File: config.mk
export PLATFORM = sky130hd
export DESIGN_NAME = hash_infifo
export DESIGN_NICKNAME = d
export VERILOG_FILES = /design/src/rtl/hinf_pkg.sv /design/src/rtl/hinf_store.sv /design/src/rtl/hinf_ctl.sv /design/src/rtl/hinf_flags.sv /design/src/rtl/hinf_dma.sv /design/src/rtl/hash_infifo.sv
export SDC_FILE = /design/constraint.sdc
export NUM_CORES = 1
export LEC_CHECK = 0
export BUFFER_PORTS_ARGS = -buffer_cell sky130_fd_sc_hd__buf_2
export CAP_MARGIN = 25
export CORE_AREA = 2 2 235 237
export DETAILED_ROUTE_END_ITERATION = 10
export DIE_AREA = 0 0 237 239
export PLACE_DENSITY = 0.59
export SLEW_MARGIN = 20
export SYNTH_ARGS = -nofsm -noshare
export SYNTH_HDL_FRONTEND = slang
export SYNTH_SLANG_ARGS = --single-unit
File: constraint.sdc
create_clock -name clk -period 6.4 [get_ports clk]
set_input_delay 0.96 -clock clk [delete_from_list [all_inputs] [get_ports clk]]
set_output_delay 0.96 -clock clk [all_outputs]
set_load 0.02 [all_outputs]
File: src/rtl/hinf_pkg.sv
package hinf_pkg;

  // next fill level: a drain empties the buffer, otherwise a push adds one
  function automatic int unsigned fill_next(input int unsigned cur,
                                            input logic push,
                                            input logic drain);
    if (drain) return 0;
    return cur + (push ? 1 : 0);
  endfunction

  // sticky flag: hardware set beats a write-zero clear; a written 1 keeps it
  function automatic logic flag_next(input logic cur, input logic set,
                                     input logic wr, input logic wbit);
    if (set) return 1'b1;
    if (wr && !wbit) return 1'b0;
    return cur;
  endfunction

endpackage

File: src/rtl/hinf_store.sv
module hinf_store #(
  parameter int DW    = 32,
  parameter int DEPTH = 16,
  parameter int CW    = 5
) (
  input  logic                clk,
  input  logic                rst_n,
  input  logic                we,
  input  logic [CW-1:0]       widx,
  input  logic [DW-1:0]       wdata,
  output logic [DEPTH*DW-1:0] flat
);
  for (genvar i = 0; i < DEPTH; i++) begin : g_word
    logic [DW-1:0] word_q;
    always_ff @(posedge clk or negedge rst_n) begin
      if (!rst_n)                          word_q <= '0;
      else if (we && (widx == CW'(i)))     word_q <= wdata;
    end
    assign flat[i*DW +: DW] = word_q;
  end
endmodule

File: src/rtl/hinf_ctl.sv
module hinf_ctl
  import hinf_pkg::*;
#(
  parameter int DEPTH = 16,
  parameter int CW    = 5
) (
  input  logic          clk,
  input  logic          rst_n,
  input  logic          init,
  input  logic          push,
  input  logic          core_done,
  output logic          full,
  output logic          handover,
  output logic          busy,
  output logic [CW-1:0] cnt
);
  localparam logic [CW-1:0] FULL_CNT = CW'(DEPTH);

  assign full     = (cnt == FULL_CNT);
  assign handover = full && !busy;

  always_ff @(posedge clk or negedge rst_n) begin
    if (!rst_n) begin
      cnt  <= '0;
      busy <= 1'b0;
    end else if (init) begin
      cnt  <= '0;
      busy <= 1'b0;
    end else begin
      cnt <= CW'(fill_next(int'(cnt), push, handover));
      if (handover)       busy <= 1'b1;
      else if (core_done) busy <= 1'b0;
    end
  end


  cnt_bound_chk: assert property (@(posedge clk) disable iff (!rst_n)
    cnt <= FULL_CNT);

  handover_chk: assert property (@(posedge clk) disable iff (!rst_n)
    (handover && !init) |=> (busy && cnt == '0));

  stall_chk: assert property (@(posedge clk) disable iff (!rst_n)
    (full && busy && !core_done && !init) |=> (cnt == FULL_CNT));

  busy_hold_chk: assert property (@(posedge clk) disable iff (!rst_n)
    (busy && !core_done && !init) |=> busy);
endmodule

File: src/rtl/hinf_flags.sv
module hinf_flags
  import hinf_pkg::*;
(
  input  logic       clk,
  input  logic       rst_n,
  input  logic       init,
  input  logic       din_set,
  input  logic       dgst_set,
  input  logic       sts_wr,
  input  logic [1:0] sts_wdata,
  input  logic [1:0] int_mask,
  output logic       din_flag,
  output logic       dgst_flag,
  output logic       irq_din,
  output logic       irq_dgst
);
  always_ff @(posedge clk or negedge rst_n) begin
    if (!rst_n) begin
      din_flag  <= 1'b0;
      dgst_flag <= 1'b0;
    end else if (init) begin
      din_flag  <= 1'b0;
      dgst_flag <= 1'b0;
    end else begin
      din_flag  <= flag_next(din_flag,  din_set,  sts_wr, sts_wdata[0]);
      dgst_flag <= flag_next(dgst_flag, dgst_set, sts_wr, sts_wdata[1]);
    end
  end

  assign irq_din  = din_flag  & int_mask[0];
  assign irq_dgst = dgst_flag & int_mask[1];


  din_clr_chk: assert property (@(posedge clk) disable iff (!rst_n)
    (sts_wr && !sts_wdata[0] && !din_set) |=> !din_flag);

  din_set_wins_chk: assert property (@(posedge clk) disable iff (!rst_n)
    (din_set && !init) |=> din_flag);

  dgst_set_chk: assert property (@(posedge clk) disable iff (!rst_n)
    (dgst_set && !init) |=> dgst_flag);
endmodule

File: src/rtl/hinf_dma.sv
module hinf_dma (
  input  logic clk,
  input  logic rst_n,
  input  logic init,
  input  logic dma_on,
  input  logic push,
  input  logic wr_last,
  input  logic handover,
  input  logic wr_ready,
  output logic dma_en,
  output logic dma_req,
  output logic dmas
);
  logic last_acc;
  logic tail;

  assign last_acc = push && wr_last && dma_en;

  always_ff @(posedge clk or negedge rst_n) begin
    if (!rst_n) begin
      dma_en <= 1'b0;
      tail   <= 1'b0;
    end else if (init) begin
      dma_en <= 1'b0;
      tail   <= 1'b0;
    end else begin
      if (dma_on)        dma_en <= 1'b1;
      else if (last_acc) dma_en <= 1'b0;
      if (last_acc)      tail   <= 1'b1;
      else if (handover) tail   <= 1'b0;
    end
  end

  assign dma_req = dma_en & wr_ready;
  assign dmas    = dma_en | tail;


  dma_off_chk: assert property (@(posedge clk) disable iff (!rst_n)
    (last_acc && !dma_on && !init) |=> !dma_en);

  dma_tail_chk: assert property (@(posedge clk) disable iff (!rst_n)
    (last_acc && !init) |=> dmas);
endmodule

File: src/rtl/hash_infifo.sv
module hash_infifo #(
  parameter int DW    = 32,
  parameter int DEPTH = 16
) (
  input  logic                clk,
  input  logic                rst_n,
  input  logic                soft_init,
  input  logic                wr_valid,
  input  logic [DW-1:0]       wr_data,
  input  logic                wr_last,
  output logic                wr_ready,
  output logic                blk_valid,
  output logic [DEPTH*DW-1:0] blk_data,
  input  logic                core_done,
  input  logic                core_dgst,
  input  logic                sts_wr,
  input  logic [1:0]          sts_wdata,
  input  logic [1:0]          int_mask,
  input  logic                dma_on,
  output logic                dma_req,
  output logic                irq_din,
  output logic                irq_dgst,
  output logic                stat_din,
  output logic                stat_dgst,
  output logic                stat_nempty,
  output logic                stat_busy,
  output logic                stat_dmas,
  output logic [31:0]         ctrl_word
);
  localparam int CW       = $clog2(DEPTH + 1);
  localparam int CNT_LSB  = 8;
  localparam int DMAE_BIT = 3;

  logic          full;
  logic          push;
  logic          handover;
  logic          busy;
  logic          dma_en;
  logic [CW-1:0] fill;

  assign wr_ready = !full;
  assign push     = wr_valid && wr_ready;

  hinf_store #(.DW(DW), .DEPTH(DEPTH), .CW(CW)) u_store (
    .clk(clk), .rst_n(rst_n), .we(push), .widx(fill),
    .wdata(wr_data), .flat(blk_data)
  );

  hinf_ctl #(.DEPTH(DEPTH), .CW(CW)) u_ctl (
    .clk(clk), .rst_n(rst_n), .init(soft_init), .push(push),
    .core_done(core_done), .full(full), .handover(handover),
    .busy(busy), .cnt(fill)
  );

  hinf_flags u_flags (
    .clk(clk), .rst_n(rst_n), .init(soft_init), .din_set(handover),
    .dgst_set(core_dgst), .sts_wr(sts_wr), .sts_wdata(sts_wdata),
    .int_mask(int_mask), .din_flag(stat_din), .dgst_flag(stat_dgst),
    .irq_din(irq_din), .irq_dgst(irq_dgst)
  );

  hinf_dma u_dma (
    .clk(clk), .rst_n(rst_n), .init(soft_init), .dma_on(dma_on),
    .push(push), .wr_last(wr_last), .handover(handover),
    .wr_ready(wr_ready), .dma_en(dma_en), .dma_req(dma_req),
    .dmas(stat_dmas)
  );

  assign blk_valid   = handover;
  assign stat_busy   = busy;
  assign stat_nempty = (fill != '0);

  always_comb begin
    ctrl_word                  = '0;
    ctrl_word[CNT_LSB +: CW]   = fill;
    ctrl_word[DMAE_BIT]        = dma_en;
  end


  init_chk: assert property (@(posedge clk) disable iff (!rst_n)
    soft_init |=> (fill == '0 && !busy && !stat_din && !stat_dgst && !stat_dmas));

  no_store_when_full_chk: assert property (@(posedge clk) disable iff (!rst_n)
    (!wr_ready && !handover && !soft_init) |=> $stable(fill));
endmodule

# After elaboration in Yosys (flattened, before gate mapping)
# Index checks and enable logic that the tools add are counted.
[word_totals] register_bits=522 in_bits=45 out_inout_bits=554 wordCells=108
[classes] add_sub_neg=1 eq_ne=16 n_mux=32 n_bitwise=4 n_reduce_logical=33
[op_table] cell="5-bit by 4-bit == test with 1-bit output (second input constant)" count=8
[op_table] cell="1-bit two-way mux" count=30
[op_table] cell="1-bit logical AND" count=22
[op_table] cell="5-bit by 3-bit == test with 1-bit output (second input constant)" count=4
[op_table] cell="3-bit nonzero test" count=5
[op_table] cell="5-bit by 2-bit == test with 1-bit output (second input constant)" count=2
[op_table] cell="5-bit two-way mux" count=2
[op_table] cell="5-bit adder" count=1
[op_table] cell="5-bit by 1-bit == test with 1-bit output (second input constant)" count=1
[op_table] cell="5-bit == test (second input constant)" count=1
[op_table] cell="5-bit zero test" count=1
[op_table] cell="5-bit nonzero test" count=1
[op_table] cell="1-bit zero test" count=4
[op_table] cell="1-bit bitwise AND" count=3
[op_table] cell="1-bit bitwise OR" count=1

# Logic depth before layout (Yosys ltp)
# Gate-level depths: netlist of run 1.
[depth] ltp_word=9 ltp_mapped=9 ltp_nobuf=8

# Modules after synthesis
# From an unflattened synthesis of run 1, not the netlist that was laid out.
[hier_totals] cells_unflattened=1211 hier_area_um2=20017.9
[by_module_without_submodules] module="hinf_store" n_inst=1 cells_per_inst=1132 area_each_um2=19272.2 seq_area_each_um2=12812.3
[by_module_without_submodules] module="hinf_ctl" n_inst=1 cells_per_inst=27 area_each_um2=310.3 seq_area_each_um2=150.1
[by_module_without_submodules] module="hash_infifo" n_inst=1 cells_per_inst=33 area_each_um2=229.0 seq_area_each_um2=0.0
[by_module_without_submodules] module="hinf_flags" n_inst=1 cells_per_inst=10 area_each_um2=108.9 seq_area_each_um2=50.0
[by_module_without_submodules] module="hinf_dma" n_inst=1 cells_per_inst=9 area_each_um2=97.6 seq_area_each_um2=50.0

# Worst setup path after synthesis of run 1
# OpenSTA, ideal clock, no wires.
[synth_timing] path_type="register -> output" startpoint="register u_ctl.cnt[1]" endpoint="output port dma_req" t_arrival_ps=1776 t_required_ps=5440 path_slack_ps=3664 path_stages_with_launch=5 n_path_buf=1 path_cell_list="dfrtp_1 > clkbuf_1 > nor4_1 > nand2_1 > and2_1"
[synth_via] elab_chain_cells=3
[synth_rtl] item="start: declaration" line="hinf_ctl.sv:15" source="output logic [CW-1:0] cnt"
[synth_rtl] item="start signal: assignment" line="hinf_ctl.sv:30" source="cnt <= CW'(fill_next(int'(cnt), push, handover));"
[synth_rtl] item="5-bit == test" line="hinf_ctl.sv:19" source="assign full = (cnt == FULL_CNT);"
[synth_rtl] item="1-bit zero test" line="hash_infifo.sv:41" source="assign wr_ready = !full;"
[synth_rtl] item="via wr_ready" line="hash_infifo.sv:11" source="output logic wr_ready,"
[synth_rtl] item="1-bit bitwise AND" line="hinf_dma.sv:34" source="assign dma_req = dma_en & wr_ready;"
[synth_rtl] item="end: declaration" line="hash_infifo.sv:20" source="output logic dma_req,"
# The timed path passes the listed nets, and every way through them passes these cells.

# Worst setup path after layout of run 1
[layout_timing] startpoint="register u_ctl.cnt[2]" endpoint="output port blk_valid"
[layout_via] elab_chain_cells=2
[layout_rtl] item="5-bit == test" line="hinf_ctl.sv:19"
[layout_rtl] item="1-bit logical AND" line="hinf_ctl.sv:20" source="assign handover = full && !busy;"
[layout_rtl] item="end: declaration" line="hash_infifo.sv:12" source="output logic blk_valid,"
# Every way passes these cells.

==> qor.yml, run 1 <==
status: "complete, no violations"
syn_avg_cell_area_um2: 16.5
place_congestion: 0.772
htreeDepth: 2
insertion_delay_ns: 0.58
layout_commonest_cell: "buf_2"
antenna_found_initial: 1
die_x_um: 237
routed_via_density: 4.84
cp_cell_sequence: "nor4_1, nand3b_1, inv_1, buf_2"
clk_pin_slew_ns: 0.06
wl_per_cell_um: 23.7
cp_data_required_time_ns: 5.44
syn_to_final_growth_pct: 26.7
drcViolationCount: 0
synth_cells: 1212
port_buffers: 572
cp_slowest_stage_delay_ns: 0.76
clock.fmax_ghz: 0.273
crit_type: "reg2out"
core_area_um2: 54300
cts_hold_buf: 0
cts_root_buf: "clkbuf_16"
clock-sinks: 522
n_fill_cell: 4860
path_max_fanout: 12
postCtsSetupBuffers: 0
critPathSlowestCell: "nor4_1"
diodes: 0
io_pins: 599
nNetsFinal: 1814
tightest_slew_ns: 1.04
reg2reg_from: "u_ctl.cnt[2]$_DFF_PN0_"
layout_common_cells: "buf_2, dfrtp_1, mux2_2"
yosysUniqueCellTypes: 36
worstHoldPathType: "in2async"
ys_ff_latch: 522
finalHoldViolCount: 0
leakagePower_nw: 14.1
fin_tns_setup_ns: 0
grt_max_degree: 168
ctsResizeCount: 0
fin_crit_ns: 3.67
die_h_um: 239
dr.pass1.iters: 4
drv_slew: 0
cp_top_family: "simple AND/OR/NAND/NOR gates"
cts_tree: "done"
arrival_ns: 2.71
rows: 86
overflow: 0
grt_pass1_wl_um: 86500
dieArea_um2: 56600
r2r_cells: 8
crit_path_end_kind: "output pin"
r2r_slack_ns: 3.73
grt_usage_pct: 20.6
skew_ns: 0.0128
routed_wl_um: 59600
r2r-end: "u_ctl.cnt[4]$_DFF_PN0_"
path_buf_inv: 2
power_mw: 8.50
vdd_drop_max_mv: 0.197
ant_nets: 0
clk_path_buf_depth: 3
dpl.hpwl_um: 41800
cp-start-kind: "flop"
drive_above_1_share_pct: 66.6
period_share_pct: 57.3
relSlewSlack_pct: 30.4
grt_pass1_vias: 12600
maxCapViolCount: 0
drtIter0Drc: 491
cellPowerDensity_nw_per_um2: 335
rsz0062_at_grt: "false"
netlist_area_um2: 20000
yosys_warnings: 0
setup_violations: 0
ys_seq_area_share_pct: 65.4
vias: 12200
start_util_pct: 36.8
cts_buffers: 55
## how the worst max path moves through the flow
stage,start,endpoint,slack [ns],cells after the start
finish,u_ctl.cnt[2]$_DFF_PN0_,blk_valid,2.73,4
floorplan,u_ctl.cnt[1]$_DFF_PN0_,dma_req,3.66,4
global placement,wr_valid,u_store.g_word[6].word_q[19]$_DFFE_PN0P_,3.26,4
CTS,u_ctl.cnt[2]$_DFF_PN0_,blk_valid,2.62,4
detailed placement,wr_valid,u_store.g_word[6].word_q[8]$_DFFE_PN0P_,3.13,4
global route,u_ctl.cnt[2]$_DFF_PN0_,blk_valid,2.44,4
## metrics by stage
stage          instances  cell area [um2]  setup slack (ns)  hold WS [ns]  utilization [%]
2_1_floorplan       1237            20100              3.66         0.481                -
3_3_place_gp        2410            23400              3.26         0.469             43.0
3_5_place_dp        2413            23400              3.13         0.483             43.1
4_1_cts             2515            25300              2.62         0.410             46.6
5_1_grt             2516            25300              2.44         0.430             46.6
6_report            2516            25300              2.73         0.379             46.6
## flip-flops by register name, summed over array words and instances (netlist names)
signal / cells
u_ctl.cnt: 5
u_dma.dma_en: 1
u_flags.din_flag: 1
u_ctl.busy: 1
u_store.g_word.word_q: 512
u_dma.tail: 1
u_flags.dgst_flag: 1
## power by group
group / switching [mW] / internal, mW / leakage (nW) / total [mW]
combinational: 0.932 / 0.513 / 6.18 / 1.44
sequential: 0.170 / 3.64 / 7.02 / 3.81
clock: 1.31 / 1.93 / 0.913 / 3.24
## per-layer routing
metal / vias up / part of all wire, % / GRT usage, %
met5: - / 0.027 / 0
met1: 6429 / 41 / 26.2
met4: 2 / 2.4 / 6.10
met3: 84 / 7.0 / 6.13
li1: 5279 / - / -
met2: 383 / 49 / 34.1
## cells by family (layout without fill, tap and decap cells)
group / Yosys count / count (layout) / share of synthesized area, %
muxes: 512 / 512 / 29.4
and+or+nand+nor: 43 / 43 / 1.39
buffers and inverters: 120 / 695 / 3.27
other: 1 / 26 / 0.0188
xor gates and xnor gates: 3 / 3 / 0.132
DFF: 522 / 522 / 65.4
AOI/OAI and AO/OA: 9 / 9 / 0.276
adders and majority gates: 2 / 2 / 0.125
## synth_stat cells, drive strengths merged
cell	count	share of area, %
a211oi	1	0.038
a21oi	4	0.10
a31o	1	0.044
and2	4	0.13
and3	2	0.063
and4bb	2	0.13
buf	78	2.5
clkbuf	37	0.71
conb	1	0.019
dfrtp	522	65
ha	2	0.13
inv	5	0.094
mux2	512	29
nand2	13	0.24
nand2b	2	0.063
nand3	2	0.050
nand3b	1	0.038
nand4b	1	0.12
nor2	2	0.038
nor2b	5	0.16
nor3	3	0.075
nor3b	2	0.13
nor4	1	0.031
nor4b	1	0.075
o21ai	2	0.050
o2bb2ai	1	0.044
or2	1	0.031
or3	1	0.031
xnor2	2	0.088
xor2	1	0.044
## area by class of cell
class / count / area (um2) / share of cell area (%)
flip-flops and latches: 522 / 13100 / 51.6
well taps: 704 / 881 / 3.48
inverters: 5 / 18.8 / 0.0741
repair buffers: 588 / 3080 / 12.1
multi-input cells: 595 / 6430 / 25.4
clock inverters: 17 / 179 / 0.707
clock buffers: 85 / 1680 / 6.64
No activity file was read; power rests on OpenSTA's default activity.
==> inputs of run 2 (changes only) <==
--- a/config.mk
+++ b/config.mk
@@ -7,10 +7,10 @@
 export LEC_CHECK = 0
 export BUFFER_PORTS_ARGS = -buffer_cell sky130_fd_sc_hd__buf_2
 export CAP_MARGIN = 25
-export CORE_AREA = 2 2 235 237
+export CORE_AREA = 2 2 236 238
 export DETAILED_ROUTE_END_ITERATION = 10
-export DIE_AREA = 0 0 237 239
-export PLACE_DENSITY = 0.59
+export DIE_AREA = 0 0 238 240
+export PLACE_DENSITY = 0.6
 export SLEW_MARGIN = 20
 export SYNTH_ARGS = -nofsm -noshare
 export SYNTH_HDL_FRONTEND = slang
==> constraint.sdc (replaced) <==
create_clock -name clk -period 3.3 [get_ports clk]
set_input_delay 0.495 -clock clk [delete_from_list [all_inputs] [get_ports clk]]
set_output_delay 0.495 -clock clk [all_outputs]
set_load 0.02 [all_outputs]
==> qor.yml, run 2 (same netlist as run 1, synthesis figures left out) <==
status: "complete, no violations"
clk_pin_slew_ns: 0.06
drtIter0Drc: 465
ant_nets: 0
start_util_pct: 36.6
clk_path_buf_depth: 3
tightest_slew_ns: 0.662
fin_tns_setup_ns: 0
place_congestion: 0.791
rows: 86
cellPowerDensity_nw_per_um2: 646
dr.pass1.iters: 4
io_pins: 599
nNetsFinal: 1831
diodes: 0
fin_crit_ns: 2.77
setup_violations: 0
worstHoldPathType: "in2reg"
grt_pass1_wl_um: 87900
finalHoldViolCount: 0
cts_buffers: 55
cp_data_required_time_ns: 2.80
largest_register_ffs: 512
clock-sinks: 522
layout_common_cells: "buf_2, dfrtp_1, mux2_2"
layout_commonest_cell: "buf_2"
cts_tree: "done"
regMostFlops: "u_store.g_word.word_q"
vias: 12400
period_share_pct: 83.9
die_h_um: 240
top_regs: "u_store.g_word.word_q (512), u_ctl.cnt (5)"
drive_above_1_share_pct: 67.0
crit_type: "reg2out"
maxCapViolCount: 0
skew_ns: 0.0162
dpl.hpwl_um: 42800
insertion_delay_ns: 0.58
die_x_um: 238
antenna_found_initial: 3
grt_max_degree: 105
cts_hold_buf: 1
htreeDepth: 2
grt_usage_pct: 20.8
routed_via_density: 4.89
vdd_drop_max_mv: 0.422
relSlewSlack_pct: 55.9
clock.fmax_ghz: 0.361
drv_slew: 0
wl_per_cell_um: 23.9
cts_root_buf: "clkbuf_16"
syn_to_final_growth_pct: 27.6
hold_ws_ns: 0.121
drcViolationCount: 0
routed_wl_um: 60400
dieArea_um2: 57100
leakagePower_nw: 14.2
grt_pass1_vias: 12800
rsz0062_at_grt: "false"
arrival_ns: 2.27
overflow: 0
path_max_fanout: 12
core_area_um2: 54700
ctsResizeCount: 0
port_buffers: 572
postCtsSetupBuffers: 0
cp-start-kind: "flop"
crit_path_end_kind: "output pin"
==> run 2: cell types whose count changed in the layout (fill, tap and decap cells not counted), moves of 2 or more <==
cell,change
clkbuf_1,-3
clkbuf_8,+3
buf_12,+4
clkbuf_16,-2
buf_4,+13
==> run 2: routing by layer <==
metal | GRT usage [%] | share of wire [%] | vias up | wire [um]
met5 | 0 | 0.058 | - | 35
met4 | 7.58 | 3.2 | 6 | 1940
met3 | 4.99 | 6.0 | 121 | 3600
met2 | 35.1 | 49 | 380 | 29700
met1 | 26.2 | 42 | 6549 | 25100
li1 | - | - | 5324 | -
==> run 2: worst max-delay path: stages (launching register included) <==
cell and delay, ns:
dfrtp_1 0.53, nor4_1 0.34, buf_4 0.18, nand3b_1 0.20
inv_1 0.19, buf_2 0.25
==> run 2: cell type report <==
class | instances | area (um2)
Sequential cell | 522 | 13100
Multi-Input combinational cell | 595 | 6430
Timing Repair Buffer | 605 | 3240
Fill cell | 4908 | 29200
Inverter | 5 | 18.8
Clock buffer | 83 | 1660
Clock inverter | 18 | 206
Tap cell | 704 | 881
==> run 2: where the power goes <==
| group | switching, mW | leakage (nW) | total (mW) | internal, mW |
|---|---|---|---|---|
| Sequential | 0.316 | 7.02 | 7.38 | 7.06 |
| Combinational | 1.80 | 6.27 | 2.81 | 1.01 |
| Clock | 2.51 | 0.925 | 6.29 | 3.78 |
| Total | 4.63 | 14.2 | 16.5 | 11.8 |
==> run 2: path summary, 6_finish.rpt <==
check	from	end	slack [ns]	depth (start not counted)
worst max register to register	u_ctl.cnt[4]$_DFF_PN0_	u_store.g_word[6].word_q[7]$_DFFE_PN0P_	0.97	4
worst min register to register	u_store.g_word[6].word_q[6]$_DFFE_PN0P_	u_store.g_word[6].word_q[6]$_DFFE_PN0P_	0.48	1
worst min-delay path	dma_on	u_dma.dma_en$_DFFE_PN0P_	0.12	2
worst max-delay path	u_ctl.cnt[2]$_DFF_PN0_	blk_valid	0.53	5
max in group asynchronous	rst_n	u_store.g_word[7].word_q[30]$_DFFE_PN0P_	1.81	4
min in group asynchronous	rst_n	u_store.g_word[1].word_q[1]$_DFFE_PN0P_	0.42	2
==> run 2: through the flow <==
stage	power (mW)	cells	setup slack, ns	utilization, %	instance area [um2]
5_1_grt	17.1	2532	0.324	46.6	25500
6_report	16.5	2532	0.531	46.6	25500
4_1_cts	16.7	2532	0.464	46.6	25500
2_1_floorplan	9.07	1237	0.818	-	20100
3_3_place_gp	10.3	2430	0.962	43.2	23600
3_5_place_dp	10.3	2430	0.905	43.2	23600
==> inputs of run 3 (changes only) <==
--- a/config.mk
+++ b/config.mk
@@ -7,10 +7,10 @@
 export LEC_CHECK = 0
 export BUFFER_PORTS_ARGS = -buffer_cell sky130_fd_sc_hd__buf_2
 export CAP_MARGIN = 25
-export CORE_AREA = 2 2 236 238
+export CORE_AREA = 2 2 235 237
 export DETAILED_ROUTE_END_ITERATION = 10
-export DIE_AREA = 0 0 238 240
-export PLACE_DENSITY = 0.6
+export DIE_AREA = 0 0 237 239
+export PLACE_DENSITY = 0.59
 export SLEW_MARGIN = 20
 export SYNTH_ARGS = -nofsm -noshare
 export SYNTH_HDL_FRONTEND = slang
==> constraint.sdc (replaced) <==
create_clock -name clk -period 2.8 [get_ports clk]
set_input_delay 0.42 -clock clk [delete_from_list [all_inputs] [get_ports clk]]
set_output_delay 0.42 -clock clk [all_outputs]
set_load 0.02 [all_outputs]
==> qor.yml, run 3 (same netlist as run 1, synthesis figures left out) <==
clk_path_buf_depth: 3
routed_via_density: 4.86
io_pins: 599
path_buf_inv: 3
layout_common_cells: "buf_2, dfrtp_1, mux2_2"
clock-sinks: 522
grt_pass1_wl_um: 88500
skew_ns: 0.0159
crit_path_end_kind: "output pin"
overflow: 0
cts_buffers: 55
vias: 12400
postCtsSetupBuffers: 0
top_regs: "u_store.g_word.word_q (512), u_ctl.cnt (5)"
critPathSlowestCell: "dfrtp_1"
dr.pass1.iters: 6
cts_root_buf: "clkbuf_16"
grt_usage_pct: 21.1
diodes: 0
cts_tree: "done"
dpl.hpwl_um: 42700
cp_cell_sequence: "nor4_1, buf_4, nand3b_1, inv_1, buf_2"
regMostFlops: "u_store.g_word.word_q"
drv_slew: 0
routed_wl_um: 60300
wl_per_cell_um: 23.8
crit_type: "reg2out"
vdd_drop_max_mv: 0.491
clk_pin_slew_ns: 0.06
worstHoldPathType: "in2reg"
fin_tns_setup_ns: 0
core_area_um2: 54300
cellPowerDensity_nw_per_um2: 756
cp-start-kind: "flop"
setup_violations: 0
leakagePower_nw: 14.3
period_share_pct: 91.5
place_congestion: 0.781
finalHoldViolCount: 0
path_max_fanout: 8
placed_cells: 2440
tightest_slew_ns: 0.854
syn_to_final_growth_pct: 28.0
drcViolationCount: 0
hold_ws_ns: 0.0395
rsz0062_at_grt: "false"
drtIter0Drc: 424
die_x_um: 237
layout_commonest_cell: "buf_2"
port_buffers: 572
antenna_found_initial: 1
htreeDepth: 2
ant_nets: 0
cp_slowest_stage_delay_ns: 0.50
start_util_pct: 36.8
arrival_ns: 2.14
relSlewSlack_pct: 43.1
power_mw: 19.3
drive_above_1_share_pct: 66.8
largest_register_ffs: 512
grt_pass1_vias: 12900
cp_data_required_time_ns: 2.38
cp_top_family: "buffers and inverters"
status: "complete, no violations"
layoutNonFillerInstCount: 2540
fin_crit_ns: 2.56
nNetsFinal: 1841
clock.fmax_ghz: 0.390
insertion_delay_ns: 0.59
n_fill_cell: 4929
maxCapViolCount: 0
dieArea_um2: 56600
die_h_um: 239
grt_max_degree: 88
rows: 86
[run 3: changes by cell type in the layout (fill, tap and decap cells not counted), sizes merged]
cell and change:
bufinv -1, buf +10, clkbuf +3, inv -3, clkinvlp -1
[run 3: cell type report]
type | instances | area [um2] | share of cell area, %
multi-input combinational | 595 | 6430 | 25.1
timing repair buffer | 615 | 3360 | 13.1
clock buffer | 86 | 1680 | 6.55
inverter | 5 | 18.8 | 0.0734
clock inverter | 13 | 146 | 0.572
sequential | 522 | 13100 | 51.1
tap | 704 | 881 | 3.44
[run 3: worst paths after layout]
| check | endpoint | start | slack (ns) | cells past startpoint |
|---|---|---|---|---|
| worst max-delay path | blk_valid | u_ctl.cnt[3]$_DFF_PN0_ | 0.24 | 5 |
| worst min-delay path | u_dma.dma_en$_DFFE_PN0P_ | dma_on | 0.04 | 2 |
| worst max register to register | u_ctl.cnt[4]$_DFF_PN0_ | u_ctl.cnt[3]$_DFF_PN0_ | 0.67 | 9 |
| worst min register to register | u_store.g_word[14].word_q[6]$_DFFE_PN0P_ | u_store.g_word[14].word_q[6]$_DFFE_PN0P_ | 0.48 | 1 |
| max in group asynchronous | u_store.g_word[0].word_q[12]$_DFFE_PN0P_ | rst_n | 1.46 | 3 |
| min in group asynchronous | u_store.g_word[0].word_q[31]$_DFFE_PN0P_ | rst_n | 0.41 | 2 |
[run 3: metrics by stage]
stage / cell area (um2) / utilization [%] / setup slack [ns]
after global routing: 25600 / 47.1 / 0.0444
after CTS: 25600 / 47.1 / 0.197
after floorplan: 20100 / - / 0.318
after global placement: 23700 / 43.7 / 0.714
after detailed placement: 23700 / 43.7 / 0.657
final: 25600 / 47.1 / 0.238
[run 3: power by group]
group          internal [mW]  switching [mW]  leakage [nW]
Clock                   4.36            2.96         0.899
Combinational           1.20            2.10          6.34
Sequential              8.33           0.390          7.02
[run 3: layer usage]
layer | share of wire, % | track usage [%] | vias to the layer above
met3 | 6.2 | 5.83 | 88
met2 | 49 | 35.3 | 368
met4 | 2.8 | 6.79 | 2
li1 | - | - | 5363
met1 | 42 | 26.6 | 6532
met5 | 0.022 | 0 | -
[run 3: timing repair]
item,4_1_cts,5_1_grt
resized for setup,0,0
endpoints found under the hold margin,71,0
hold buffers,1,0
